File: src/rtl/opt_cfg_pkg.sv
package opt_cfg_pkg;

    localparam logic [31:0] KEY_FIRST    = 32'h08192A3B;
    localparam logic [31:0] KEY_SECOND   = 32'h4C5D6E7F;
    localparam logic [31:0] RSVD_MASK    = 32'hF0000013;
    localparam logic [31:0] FACTORY_WORD = 32'h0FFFAAED;

    localparam int LOCK_BIT  = 0;
    localparam int START_BIT = 1;
    localparam int ERR_BIT   = 1;
    localparam int BUSY_BIT  = 16;

    typedef enum logic [1:0] {
        REG_STAT = 2'd0,
        REG_KEY  = 2'd1,
        REG_CTRL = 2'd2,
        REG_NONE = 2'd3
    } reg_sel_e;

    typedef enum logic {
        KS_IDLE = 1'b0,
        KS_HALF = 1'b1
    } key_state_e;

    typedef struct packed {
        logic        lock;
        logic        err;
        logic [31:0] staged;
        logic [31:0] committed;
    } opt_state_t;

    function automatic logic [31:0] scrub(input logic [31:0] v);
        return v & ~RSVD_MASK;
    endfunction

endpackage

File: src/rtl/opt_key_seq.sv
module opt_key_seq
    import opt_cfg_pkg::*;
(
    input  logic        clk,
    input  logic        rst,
    input  logic        key_wr,
    input  logic [31:0] key_data,
    input  logic        armed,
    output logic        unlock
);

    key_state_e state_q;

    assign unlock = armed && key_wr && (state_q == KS_HALF) && (key_data == KEY_SECOND);

    always_ff @(posedge clk) begin
        if (rst || !armed) begin
            state_q <= KS_IDLE;
        end else if (key_wr) begin
            state_q <= (key_data == KEY_FIRST) ? KS_HALF : KS_IDLE;
        end
    end

endmodule

File: src/rtl/opt_prog_timer.sv
module opt_prog_timer #(
    parameter int PROG_CYCLES = 8
) (
    input  logic clk,
    input  logic rst,
    input  logic load,
    output logic busy,
    output logic done
);

    localparam int CW = $clog2(PROG_CYCLES + 1);
    localparam logic [CW-1:0] LOAD_VAL = CW'(PROG_CYCLES);
    localparam logic [CW-1:0] ONE      = CW'(1);

    logic [CW-1:0] cnt_q;

    assign done = busy && (cnt_q == ONE);

    always_ff @(posedge clk) begin
        if (rst) begin
            busy  <= 1'b0;
            cnt_q <= '0;
        end else if (load && !busy) begin
            busy  <= 1'b1;
            cnt_q <= LOAD_VAL;
        end else if (busy) begin
            cnt_q <= cnt_q - ONE;
            if (cnt_q == ONE) busy <= 1'b0;
        end
    end

endmodule

File: src/rtl/opt_word_ctrl.sv
module opt_word_ctrl
    import opt_cfg_pkg::*;
#(
    parameter int PROG_CYCLES = 8
) (
    input  logic        clk,
    input  logic        rst,
    input  logic        bus_wr,
    input  logic [1:0]  bus_addr,
    input  logic [31:0] bus_wdata,
    input  logic [1:0]  bus_rd_addr,
    output logic [31:0] bus_rdata,
    output logic [31:0] cfg_word,
    output logic        busy
);

    opt_state_t st_q, st_d;
    logic wr_key, wr_ctrl, wr_stat;
    logic unlock, start_ok, start_bad, done;

    assign wr_key  = bus_wr && (reg_sel_e'(bus_addr) == REG_KEY);
    assign wr_ctrl = bus_wr && (reg_sel_e'(bus_addr) == REG_CTRL);
    assign wr_stat = bus_wr && (reg_sel_e'(bus_addr) == REG_STAT);

    assign start_ok  = wr_ctrl && !st_q.lock && !busy
                       && bus_wdata[START_BIT] && !bus_wdata[LOCK_BIT];
    assign start_bad = wr_ctrl && bus_wdata[START_BIT] && (st_q.lock || busy);

    opt_key_seq u_keys (
        .clk      (clk),
        .rst      (rst),
        .key_wr   (wr_key),
        .key_data (bus_wdata),
        .armed    (st_q.lock),
        .unlock   (unlock)
    );

    opt_prog_timer #(.PROG_CYCLES(PROG_CYCLES)) u_timer (
        .clk  (clk),
        .rst  (rst),
        .load (start_ok),
        .busy (busy),
        .done (done)
    );

    always_comb begin
        st_d = st_q;
        if (unlock) st_d.lock = 1'b0;
        if (wr_ctrl && !st_q.lock && !busy) begin
            if (bus_wdata[LOCK_BIT]) st_d.lock = 1'b1;
            else                     st_d.staged = scrub(bus_wdata);
        end
        if (wr_stat && bus_wdata[ERR_BIT]) st_d.err = 1'b0;
        if (start_bad) st_d.err = 1'b1;
        if (done) st_d.committed = st_q.staged;
    end

    always_ff @(posedge clk) begin
        if (rst) begin
            st_q.lock      <= 1'b1;
            st_q.err       <= 1'b0;
            st_q.staged    <= scrub(FACTORY_WORD);
            st_q.committed <= scrub(FACTORY_WORD);
        end else begin
            st_q <= st_d;
        end
    end

    assign cfg_word = st_q.committed;

    always_comb begin
        bus_rdata = '0;
        unique case (reg_sel_e'(bus_rd_addr))
            REG_STAT: begin
                bus_rdata[BUSY_BIT] = busy;
                bus_rdata[ERR_BIT]  = st_q.err;
            end
            REG_CTRL: begin
                bus_rdata = st_q.staged;
                bus_rdata[LOCK_BIT]  = st_q.lock;
                bus_rdata[START_BIT] = busy;
            end
            default: bus_rdata = '0;
        endcase
    end

    int unsigned busy_len_q;
    always_ff @(posedge clk) begin
        if (rst || !busy) busy_len_q <= 0;
        else              busy_len_q <= busy_len_q + 1;
    end


    key_unlock_chk: assert property (@(posedge clk) disable iff (rst)
        unlock |=> !st_q.lock);


    locked_hold_chk: assert property (@(posedge clk) disable iff (rst)
        (st_q.lock && !unlock) |=> $stable(st_q.staged));


    locked_start_chk: assert property (@(posedge clk) disable iff (rst)
        (wr_ctrl && bus_wdata[START_BIT] && st_q.lock) |=> (st_q.err && !busy));


    busy_len_chk: assert property (@(posedge clk) disable iff (rst)
        $fell(busy) |-> (busy_len_q == PROG_CYCLES));


    commit_edge_chk: assert property (@(posedge clk) disable iff (rst)
        !$fell(busy) |-> $stable(cfg_word));


    rsvd_clear_chk: assert property (@(posedge clk) disable iff (rst)
        (cfg_word & RSVD_MASK) == 32'h0);


    lock_idle_chk: assert property (@(posedge clk) disable iff (rst)
        st_q.lock |-> !busy);

endmodule

File: config.mk
export PLATFORM = sky130hd
export DESIGN_NAME = opt_word_ctrl
export DESIGN_NICKNAME = d
export VERILOG_FILES = /design/src/rtl/opt_cfg_pkg.sv /design/src/rtl/opt_key_seq.sv /design/src/rtl/opt_prog_timer.sv /design/src/rtl/opt_word_ctrl.sv
export SDC_FILE = /design/constraint.sdc
export NUM_CORES = 1
export LEC_CHECK = 0
export BUFFER_PORTS_ARGS = -buffer_cell sky130_fd_sc_hd__buf_4
export CORE_UTILIZATION = 40
export CTS_CLUSTER_DIAMETER = 120
export CTS_CLUSTER_SIZE = 12
export DETAILED_ROUTE_END_ITERATION = 10
export PLACE_DENSITY = 0.73
export SLEW_MARGIN = 40
export SYNTH_ARGS = -nofsm -noshare
export SYNTH_HDL_FRONTEND = slang
export SYNTH_SLANG_ARGS = --single-unit
File: constraint.sdc
create_clock -name clk -period 1.8 [get_ports clk]
set_input_delay 0 -clock clk [delete_from_list [all_inputs] [get_ports clk]]
set_output_delay 0 -clock clk [all_outputs]
set_load 0.02 [all_outputs]
# [Word level (Yosys, flattened, before mapping)]
# Index checks and enable logic that the tools add are counted.
[word_totals] register_bits=58 output_inout_bits=65 input_bits=39 elab_cells=58
[op_classes] mux=16 reduce_logical=26 add_sub_neg=1 bitwise=1 n_eq_ne=6
[ops] cell="32-bit by 28-bit equality test with 1-bit output, second input constant" n=1
[ops] cell="32-bit by 31-bit equality test with 1-bit output, second input constant" n=1
[ops] cell="1-bit logical AND" n=15
[ops] cell="14-bit two-way mux" n=1
[ops] cell="11-bit two-way mux" n=1
[ops] cell="1-bit two-way mux" n=10
[ops] cell="4-bit two-way mux" n=2
[ops] cell="2-bit equality test, second input constant" n=2
[ops] cell="4-bit by 1-bit equality test with 1-bit output, second input constant" n=1
[ops] cell="2-bit zero test" n=2
[ops] cell="1-bit case mux with 2 select lines" n=2
[ops] cell="2-bit nonzero test" n=2
[ops] cell="4-bit by 1-bit subtractor with 4-bit output, second input constant" n=1
[ops] cell="1-bit zero test" n=3
[ops] cell="2-bit by 1-bit equality test with 1-bit output, second input constant" n=1
[ops] cell="1-bit logical OR" n=2
[ops] cell="2-bit AND reduction" n=1
[ops] cell="2-bit OR reduction" n=1
[ops] cell="1-bit inverter" n=1

# [Longest topological paths before layout]
# Gate-level depths: netlist of run 1.
[depth] word_depth=8 mapped_depth=8 mapped_depth_nobuf=5

# [Hierarchy]
# Synthesis of run 1 repeated with hierarchy kept, for this count alone.
[unflattened] cells_unflattened=322 hier_area_um2=2894.0
[by_module_without_submodules] module="opt_word_ctrl" seq_area_each_um2=1041.0 instances=1 cells_per_inst=274 area_per_inst_um2=2489.9
[by_module_without_submodules] module="opt_prog_timer" seq_area_each_um2=100.1 instances=1 cells_per_inst=27 area_per_inst_um2=250.2
[by_module_without_submodules] module="opt_key_seq" seq_area_each_um2=20.0 instances=1 cells_per_inst=21 area_per_inst_um2=153.9

# [Least setup slack after synthesis of run 1]
# Ideal clock, no wire load.
[synth_path] kind="register -> register" startpoint="register u_timer.busy" endpoint="register st_q (netlist bit cfg_word[10])" synth_period_minus_slack_ps=1562 setup_ps=126 t_required_ps=1674 setup_slack_ps=238 t_arrival_ps=1436 path_buffers=4 path_stages_with_launch=8 path_cell_list="dfxtp_1 > buf_6 > and4bb_4 > buf_6 > buf_6 > buf_8 > mux2i_1 > nor2_1"
[synth_via] elab_chain_cells=1
[synth_lines] element="start: declaration" line="opt_prog_timer.sv:7" rtl="output logic busy,"
[synth_lines] element="start signal: assignment" line="opt_prog_timer.sv:21" rtl="busy <= 1'b0;"
[synth_lines] element="start signal: assignment" line="opt_prog_timer.sv:24" rtl="busy <= 1'b1;"
[synth_lines] element="start signal: assignment" line="opt_prog_timer.sv:28" rtl="if (cnt_q == ONE) busy <= 1'b0;"
[synth_lines] element="1-bit logical AND" line="opt_prog_timer.sv:17" rtl="assign done = busy && (cnt_q == ONE);"
[synth_lines] element="end signal: assignment" line="opt_word_ctrl.sv:65" rtl="st_q <= st_d;"
[synth_lines] element="end: declaration" line="opt_word_ctrl.sv:17" rtl="opt_state_t st_q, st_d;"
# Every way passes these cells.
# A chain may end at the register's enable or synchronous reset.

# [Worst setup path in the final report of run 1]
[layout_path] startpoint="input port bus_wdata[24]" endpoint="register st_q[65] in the netlist's numbering"
[layout_via] elab_chain_cells=5
[layout_lines] element="start: declaration" line="opt_word_ctrl.sv:10" rtl="input logic [31:0] bus_wdata,"
[layout_lines] element="32-bit by 31-bit equality test with 1-bit output (*)" line="opt_key_seq.sv:14" rtl="assign unlock = armed && key_wr && (state_q == KS_HALF) && (key_data == KEY_SECOND);"
[layout_lines] element="1-bit logical AND (*)" line="opt_key_seq.sv:14"
[layout_lines] element="1-bit two-way mux (*)" line="opt_word_ctrl.sv:48" rtl="if (unlock) st_d.lock = 1'b0;"
[layout_lines] element="1-bit two-way mux" line="opt_word_ctrl.sv:50" rtl="if (bus_wdata[LOCK_BIT]) st_d.lock = 1'b1;"
[layout_lines] element="1-bit two-way mux (*)" line="opt_word_ctrl.sv:49" rtl="if (wr_ctrl && !st_q.lock && !busy) begin"
# Every way passes the cells marked *; elsewhere a longest branch is shown, timed or not.

==> impl_metrics.py, run 1 <==
metrics = {
    "logic_synthesis": {
        "syn_inst": 318,
        "synth_top_family_by_area": "simple AND/OR/NAND/NOR gates",
        "syn-cell-area_sq_um": 2850,
        "synthMuxAreaShare_pct": 2.10,
        "ys_ff_latch": 58,
        "ys_types": 40,
        "syn_area_per_cell_sq_um": 8.97,
        "synth-main-ff-cell": "dfxtp_1",
        "synth_edf_count": 0,
        "synth_fa_ha_area_share_pct": 0.877,
        "yosysWarnings": 0,
        "synthXorXnorAreaFrac_pct": 0.614,
        "async_reset_ff_share_pct": 0,
        "yosysSeqAreaShare_pct": 40.7,
        "synth-simple-area-share_pct": 31.4,
        "synth_compound_area_share_pct": 10.0,
    },
    "timing": {
        "final-setup-viol-count": 0,
        "finalCritPeriodShare_pct": 89.8,
        "min_period_ns": 1.62,
        "finalHoldViolations": 0,
        "tns_ns": 0,
        "worst_pin_slew_ns": 0.547,
        "fin_skew_ns": 0.00811,
        "drv_slew": 0,
        "hold_ws_ns": 0.0252,
        "fin_ws_ns": 0.183,
        "fmax_mhz": 618,
        "grt_setup_unrepaired": "no",
        "maxSlewHeadroom_pct": 63.0,
    },
    "worst_setup_path": {
        "reg2reg_depth": 5,
        "required_ns": 2.01,
        "critical_path_class": "input port to register",
        "end_kind": "register",
        "cp_max_fo": 2,
        "startpoint_type": "input port",
        "cp_data_arrival_time_ns": 1.82,
    },
    "hold_path": {
        "holdCritPathClass": "input port to register",
        "hold_depth": 4,
    },
    "power_and_ir_drop": {
        "ir_drop_uv": 371,
        "powerDensity_nw_per_um2": 742,
        "cellLeakagePower_nw": 1.65,
    },
    "detailed_routing": {
        "antenna_left": 0,
        "remaining_drc_errors": 0,
        "drt_wl_total_um": 7290,
        "routed_via_density": 4.79,
        "routedWlPerCell_um": 14.3,
        "drtPass1Iterations": 4,
        "via_count": 2444,
        "drt_iter0_drc": 117,
    },
    "flow_run": {
        "cap_violations": 0,
    },
    "outcome": {
        "status": "finished clean",
    },
    "layout": {
        "drive_gt1_share_pct": 28.3,
        "nFillCells": 641,
        "num_antenna_cells": 0,
        "syn_to_final_growth_pct": 34.9,
        "fin_nets": 452,
    },
    "grt": {
        "grt_pass1_wl_um": 11700,
        "grt_use_total_pct": 20.4,
        "grt_max_degree": 60,
        "grt_pass1_vias": 2396,
        "grt_overflow": 0,
        "antenna_found_initial": 0,
    },
    "placement": {
        "dp_hpwl_um": 4840,
        "io_buffer_count": 91,
        "post-place-ws_ns": 0.256,
        "gp_congestion": 0.783,
    },
    "floorplan": {
        "die_area_sq_um": 7480,
        "die_w_um": 86.5,
        "core_area_sq_um": 6830,
        "start_util_pct": 41.8,
        "ioPinCount": 104,
        "rows": 30,
        "die_y_um": 86.5,
    },
    "clocking": {
        "clk_pin_slew_worst_paths_ns": 0.06,
        "cts_tree": "yes",
        "cts_buffers": 9,
        "cts.sinks": 58,
        "worst_skew_pair.late_latency_ns": 0.32,
        "cts.path.max_buffers": 2,
        "h-tree-depth": 3,
        "cts_setup_buffers": 0,
        "root_buffer": "clkbuf_8",
    },
}
==> routing by layer <==
layer  share of wire [%]  global-route usage (%)  vias up  routed length (um)
met1                  43                    24.7     1150                3170
met3                 5.5                    3.71        8                 400
met2                  50                    35.9       84                3640
li1                    -                       -     1202                   -
met4                 1.2                    8.33        0                  87
met5                   0                       0        -                   0
==> power breakdown <==
part | internal (W) | switching (W) | total, W | leakage [nW]
Clock | 0.000800 | 0.000463 | 0.00126 | 0.105
Combinational | 0.000159 | 0.000149 | 0.000308 | 1.07
Sequential | 0.00128 | 0.000000724 | 0.00129 | 0.469
Total | 0.00224 | 0.000612 | 0.00286 | 1.65
==> worst paths after layout <==
| check | from | to | slack, ns |
|---|---|---|---|
| setup reg to reg | u_timer.cnt_q[0] | cfg_word[9] | 0.22 |
| hold reg to reg | st_q[44] | st_q[44] | 0.47 |
| setup / recovery | bus_wdata[24] | st_q[65] | 0.18 |
| hold / removal | bus_wdata[1] | st_q[64] | 0.03 |
==> critical path, stage by stage <==
cell           delay [ns]
dlygate4sd3_1        0.53
buf_4                0.14
nor4b_1              0.52
nand4_1              0.23
o31ai_1              0.32
nand2_1              0.08
==> final cells by class <==
type,count,area [sq um],share of cell area [%]
multi-input cells,213,1330,34.6
clock buffers,11,141,3.67
clock inverters,3,65.1,1.69
inverters,2,7.51,0.195
repair buffers,127,1020,26.6
well taps,96,120,3.12
flip-flops and latches,58,1160,30.2
==> metrics by stage <==
step	cell area, sq um	std cells	power (W)	util (%)
after floorplan	2900	329	0.00145	-
after global placement	3360	468	0.00157	49.2
after detailed placement	3360	468	0.00157	49.2
after CTS	3850	510	0.00287	56.4
after global routing	3850	510	0.00295	56.4
final	3850	510	0.00286	56.4
==> cells by family (layout without fill, tap and decap cells) <==
| logic type | count (synthesis) | after routing |
|---|---|---|
| AO/OA/AOI/OAI | 33 | 33 |
| buffers and inverters | 58 | 143 |
| adder cells (fa/ha/maj) | 2 | 2 |
| XOR/XNOR | 2 | 2 |
| other | 1 | 12 |
| flip-flops | 58 | 58 |
| multiplexers | 6 | 6 |
| AND/OR/NAND/NOR | 158 | 158 |
==> cells in the final DEF (no fill, tap or decap), types with 3 or more instances in the layout <==
cell and instances:
a211o_1 21, buf_4 99, and4b_1 3, mux2i_1 6, a21oi_1 5, nand3b_1 22, nor3_1 4, conb_1 12
and2_1 25, nor2b_1 23, nor2_1 9, clkbuf_8 10, dfxtp_1 58, nand2_1 54, nor4b_1 3, dlygate4sd3_1 28
==> registers in the layout (all words and copies together), names as in the netlist <==
signal	cells
u_timer.cnt_q	4
cfg_word	25
st_q	27
u_timer.busy	1
u_keys.state_q	1
==> synthesized netlist by cell type, types with 3 or more instances <==
master,n,share of area [%]
clkbuf_1,9,1.2
nor4b_1,3,0.92
buf_6,4,1.6
nand3b_1,22,5.8
nor3_1,4,0.70
mux2i_1,6,2.1
nor2_1,9,1.2
nand2_1,54,7.1
dfxtp_1,58,41
and2_1,25,5.5
buf_4,37,9.7
and4b_1,3,1.1
a21oi_1,5,0.88
buf_2,4,0.70
a211o_1,21,6.4
nor2b_1,23,5.0
==> repair_timing <==
| action | in CTS | in global routing |
|---|---|---|
| hold buffers | 28 | 0 |
| setup endpoints to repair | 0 | 0 |
| resized for setup | 0 | 0 |
| hold endpoints to repair | 27 | 0 |
Note: power is estimated with default switching activity, not from simulation.
==> run 2, diff against run 1 <==
BUFFER_PORTS_ARGS = unset   (was -buffer_cell sky130_fd_sc_hd__buf_4)
CORE_UTILIZATION = 49   (was 40)
DONT_BUFFER_PORTS = 1   (was unset)
PLACE_DENSITY = 0.7   (was 0.73)
==> impl_metrics.py, run 2 (synthesis results as in run 1) <==
metrics = {
    "detailed_routing": {
        "routed_via_density": 5.36,
        "drt_wl_total_um": 6730,
        "antenna_left": 0,
        "drtPass1Iterations": 4,
        "drt_iter0_drc": 129,
        "routedWlPerCell_um": 16.6,
        "via_count": 2169,
        "remaining_drc_errors": 0,
    },
    "layout": {
        "final_cell_mix": "dfxtp_1 (58), nand2_1 (54), dlygate4sd3_1 (34)",
        "num_antenna_cells": 0,
        "layout_commonest_cell": "dfxtp_1",
        "drive_gt1_share_pct": 8.41,
        "largest_reg_flops": 27,
        "largest_register": "st_q",
        "design_area_sq_um": 3230,
        "syn_to_final_growth_pct": 13.1,
        "fin_util_pct": 57.9,
        "fin_nets": 369,
        "nFillCells": 507,
    },
    "floorplan": {
        "rows": 27,
        "die_y_um": 78.3,
        "die_area_sq_um": 6130,
        "ioPinCount": 104,
        "die_w_um": 78.3,
        "core_area_sq_um": 5570,
        "start_util_pct": 51.2,
    },
    "grt": {
        "grtUsageMet3_pct": 6.74,
        "met1_usage_pct": 27.4,
        "grt_pass1_vias": 2111,
        "grt_max_degree": 60,
        "grt_overflow": 0,
        "grt_use_total_pct": 22.4,
        "antenna_found_initial": 0,
        "grt_pass1_wl_um": 10400,
        "grt.busiest_layer": "met2",
        "use_met2_pct": 35.2,
    },
    "timing": {
        "fin_ws_ns": 0.235,
        "final-setup-viol-count": 0,
        "maxSlewHeadroom_pct": 65.5,
        "worst_pin_slew_ns": 0.510,
        "grt_setup_unrepaired": "no",
        "drv_slew": 0,
        "finalCritPeriodShare_pct": 86.9,
        "tns_ns": 0,
        "fin_skew_ns": 0.00474,
        "min_period_ns": 1.56,
        "fmax_mhz": 639,
        "finalHoldViolations": 0,
    },
    "clocking": {
        "cts.sinks": 58,
        "root_buffer": "clkbuf_8",
        "cts.path.max_buffers": 2,
        "h-tree-depth": 3,
        "cts_buffers": 9,
        "cts-resized-gates": 0,
        "clk_pin_slew_worst_paths_ns": 0.06,
        "worst_skew_pair.late_latency_ns": 0.32,
        "cts_tree": "yes",
    },
    "placement": {
        "io_buffer_count": 0,
        "placed_area_sq_um": 2670,
        "post-place-ws_ns": 0.317,
        "dp_hpwl_um": 4330,
        "gp_congestion": 0.799,
    },
    "worst_setup_path": {
        "required_ns": 2.06,
        "cp_max_fo": 3,
        "cp_data_arrival_time_ns": 1.82,
        "critical_path_class": "input port to register",
        "end_kind": "register",
        "startpoint_type": "input port",
    },
    "power_and_ir_drop": {
        "p_total_w": 0.00269,
        "cellLeakagePower_nw": 1.25,
        "ir_drop_uv": 437,
        "powerDensity_nw_per_um2": 833,
    },
    "outcome": {
        "status": "finished clean",
    },
    "flow_run": {
        "cap_violations": 0,
    },
    "hold_path": {
        "holdCritPathClass": "input port to register",
    },
}
## run 2: final cells by class
| cell class | instances | area [sq um] | share of cell area [%] |
|---|---|---|---|
| flip-flops and latches | 58 | 1160 | 36.0 |
| multi-input cells | 213 | 1330 | 41.2 |
| repair buffers | 44 | 440 | 13.6 |
| inverters | 2 | 7.51 | 0.233 |
| clock inverters | 2 | 35.0 | 1.09 |
| clock buffers | 14 | 163 | 5.04 |
| well taps | 72 | 90.1 | 2.79 |
## run 2: path summary, 6_finish.rpt
check                         from              to  slack, ns  depth (start not counted)
hold reg to reg           st_q[40]        st_q[40]       0.48                          2
setup reg to reg  u_timer.cnt_q[0]    cfg_word[20]       0.31                          5
setup / recovery     bus_wdata[26]  u_keys.state_q       0.24                          6
hold / removal       bus_wdata[31]        st_q[65]       0.03                          4
## run 2: timing repair
item                      CTS  global route
buffers inserted            0             0
hold buffers               35             0
hold endpoints to repair   58             0
## run 2: through the flow
step                std cells  hold slack, ns
global route              405          0.0219
floorplan                 329          0.0798
global placement          354          0.0799
finish                    405          0.0250
CTS                       405        0.000114
detailed placement        354          0.0798
## run 2: critical path, stage by stage
cell           delay [ns]
dlygate4sd3_1        0.60
nor4_1               0.30
nand4b_1             0.11
dlygate4sd3_1        0.56
nor3_1               0.12
o21bai_1             0.12
## run 2: power breakdown
part	total (W)	internal (W)	switching (W)
combinational	0.000212	0.0000882	0.000124
clock	0.00119	0.000715	0.000476
sequential	0.00129	0.00128	0.000000519
## run 2: per-layer routing
layer	wire, um	vias up
li1	-	1051
met1	2940	1015
met2	3190	93
met3	478	10
met4	115	0
met5	0	-
==> run 3, diff against run 2 <==
CORE_UTILIZATION = 35   (was 49)
PLACE_DENSITY = 0.55   (was 0.7)
==> impl_metrics.py, run 3 (synthesis results as in run 1) <==
metrics = {
    "placement": {
        "gp_congestion": 0.803,
        "io_buffer_count": 0,
        "dp_hpwl_um": 4390,
        "placed_cells": 381,
    },
    "layout": {
        "layout_commonest_cell": "dfxtp_1",
        "drive_gt1_share_pct": 8.23,
        "fin_nets": 364,
        "final_cell_mix": "dfxtp_1 (58), nand2_1 (54), dlygate4sd3_1 (32)",
        "largest_reg_flops": 27,
        "num_antenna_cells": 0,
        "final_cells": 430,
        "syn_to_final_growth_pct": 13.9,
        "largest_register": "st_q",
        "nFillCells": 805,
    },
    "clocking": {
        "cts_setup_buffers": 0,
        "cts_buffers": 9,
        "cts.sinks": 58,
        "postCtsHoldBufs": 33,
        "worst_skew_pair.late_latency_ns": 0.33,
        "clk_pin_slew_worst_paths_ns": 0.07,
        "cts-resized-gates": 0,
        "cts_tree": "yes",
        "h-tree-depth": 3,
        "cts.path.max_buffers": 2,
        "root_buffer": "clkbuf_8",
    },
    "worst_setup_path": {
        "cp_data_arrival_time_ns": 1.71,
        "startpoint_type": "register",
        "critical_path_class": "register to register",
        "r2r_start": "u_timer.cnt_q[0]",
        "required_ns": 2.02,
        "reg2reg_depth": 5,
        "regToRegSetupSlack_ns": 0.31,
        "cp_max_fo": 13,
        "end_kind": "register",
        "r2r_end": "cfg_word[23]",
    },
    "detailed_routing": {
        "routedWlPerCell_um": 16.0,
        "drt_wl_total_um": 6880,
        "remaining_drc_errors": 0,
        "antenna_left": 0,
        "routed_via_density": 4.88,
        "drtPass1Iterations": 4,
        "drt_iter0_drc": 124,
        "via_count": 2099,
    },
    "timing": {
        "final-setup-viol-count": 0,
        "min_period_ns": 1.49,
        "maxSlewHeadroom_pct": 60.2,
        "worst_pin_slew_ns": 0.589,
        "grt_setup_unrepaired": "no",
        "finalCritPeriodShare_pct": 82.9,
        "tns_ns": 0,
        "drv_slew": 0,
        "fin_skew_ns": 0.00758,
        "fmax_mhz": 670,
        "finalHoldViolations": 0,
    },
    "power_and_ir_drop": {
        "ir_drop_uv": 309,
        "p_clk_share_pct": 47.1,
        "cellLeakagePower_nw": 1.24,
        "internal_power_w": 0.00219,
        "p_sw_share_pct": 22.5,
        "switchingPower_w": 0.000634,
        "powerDensity_nw_per_um2": 867,
        "power.share.sequential_pct": 45.6,
        "p_comb_share_pct": 7.3,
    },
    "grt": {
        "antenna_found_initial": 0,
        "grt_pass1_wl_um": 10900,
        "use_met2_pct": 26.0,
        "grt_max_degree": 60,
        "met1_usage_pct": 21.3,
        "grtUsageMet3_pct": 5.67,
        "grt_overflow": 0,
        "grt_pass1_vias": 2103,
        "grt_use_total_pct": 16.9,
        "grt.busiest_layer": "met2",
    },
    "floorplan": {
        "ioPinCount": 104,
        "die_y_um": 92.3,
        "die_area_sq_um": 8520,
        "start_util_pct": 36.6,
        "die_w_um": 92.3,
        "rows": 32,
        "core_area_sq_um": 7810,
    },
    "hold_path": {
        "min_from": "bus_addr[0]",
        "whs_endpoint": "u_keys.state_q",
        "holdCritPathClass": "input port to register",
        "hold_depth": 2,
    },
    "outcome": {
        "status": "finished clean",
    },
    "flow_run": {
        "cap_violations": 0,
    },
}
## run 3: area by class of cell
cell class | count | area [sq um] | area share (%)
inverter | 2 | 7.51 | 0.231
timing repair buffer | 39 | 405 | 12.5
sequential | 58 | 1160 | 35.7
multi-input combinational | 213 | 1330 | 40.9
clock buffer | 11 | 141 | 4.35
tap | 102 | 128 | 3.92
clock inverter | 5 | 77.6 | 2.39
## run 3: metal layers
| layer | vias up | wire, um |
|---|---|---|
| met5 | - | 0 |
| met3 | 12 | 418 |
| met1 | 989 | 3200 |
| met2 | 68 | 3120 |
| met4 | 0 | 137 |
| li1 | 1030 | - |
## run 3: through the flow
step           hold WS, ns  area (sq um)  util (%)  worst slack (ns)  power, W
2_1_floorplan       0.0798          2900         -             0.238   0.00145
4_1_cts            0.00419          3250      41.7             0.325   0.00286
5_1_grt             0.0232          3250      41.7             0.219   0.00294
6_report            0.0199          3250      41.7             0.307   0.00282
3_3_place_gp        0.0811          2690      34.4             0.381   0.00143
3_5_place_dp        0.0820          2690      34.4             0.332   0.00143
## run 3: worst max-delay path by stage
| stage | start | endpoint | slack (ns) | cells past startpoint |
|---|---|---|---|---|
| global route | u_timer.busy | u_timer.cnt_q[3] | 0.22 | 4 |
| floorplan | u_timer.busy | cfg_word[10] | 0.24 | 7 |
| CTS | u_timer.cnt_q[0] | cfg_word[27] | 0.33 | 5 |
| detailed placement | u_timer.cnt_q[0] | cfg_word[23] | 0.33 | 5 |
| global placement | u_timer.cnt_q[0] | cfg_word[27] | 0.38 | 5 |
| finish | u_timer.cnt_q[0] | cfg_word[23] | 0.31 | 5 |
## run 3: power by group through the flow
| stage | clock (W) | combinational, W | sequential [W] |
|---|---|---|---|
| global route | 0.00144 | 0.000221 | 0.00128 |
| CTS | 0.00137 | 0.000209 | 0.00128 |
| floorplan | 0 | 0.000140 | 0.00131 |
| detailed placement | 0 | 0.000116 | 0.00131 |
| finish | 0.00133 | 0.000207 | 0.00128 |
| global placement | 0 | 0.000116 | 0.00131 |
## run 3: worst max-delay path, cell delays in order, from the launching register on
cell,delay (ns)
dfxtp_1,0.40
ha_1,0.17
and4bb_4,0.25
buf_4,0.21
nor2b_1,0.08
a211o_1,0.27
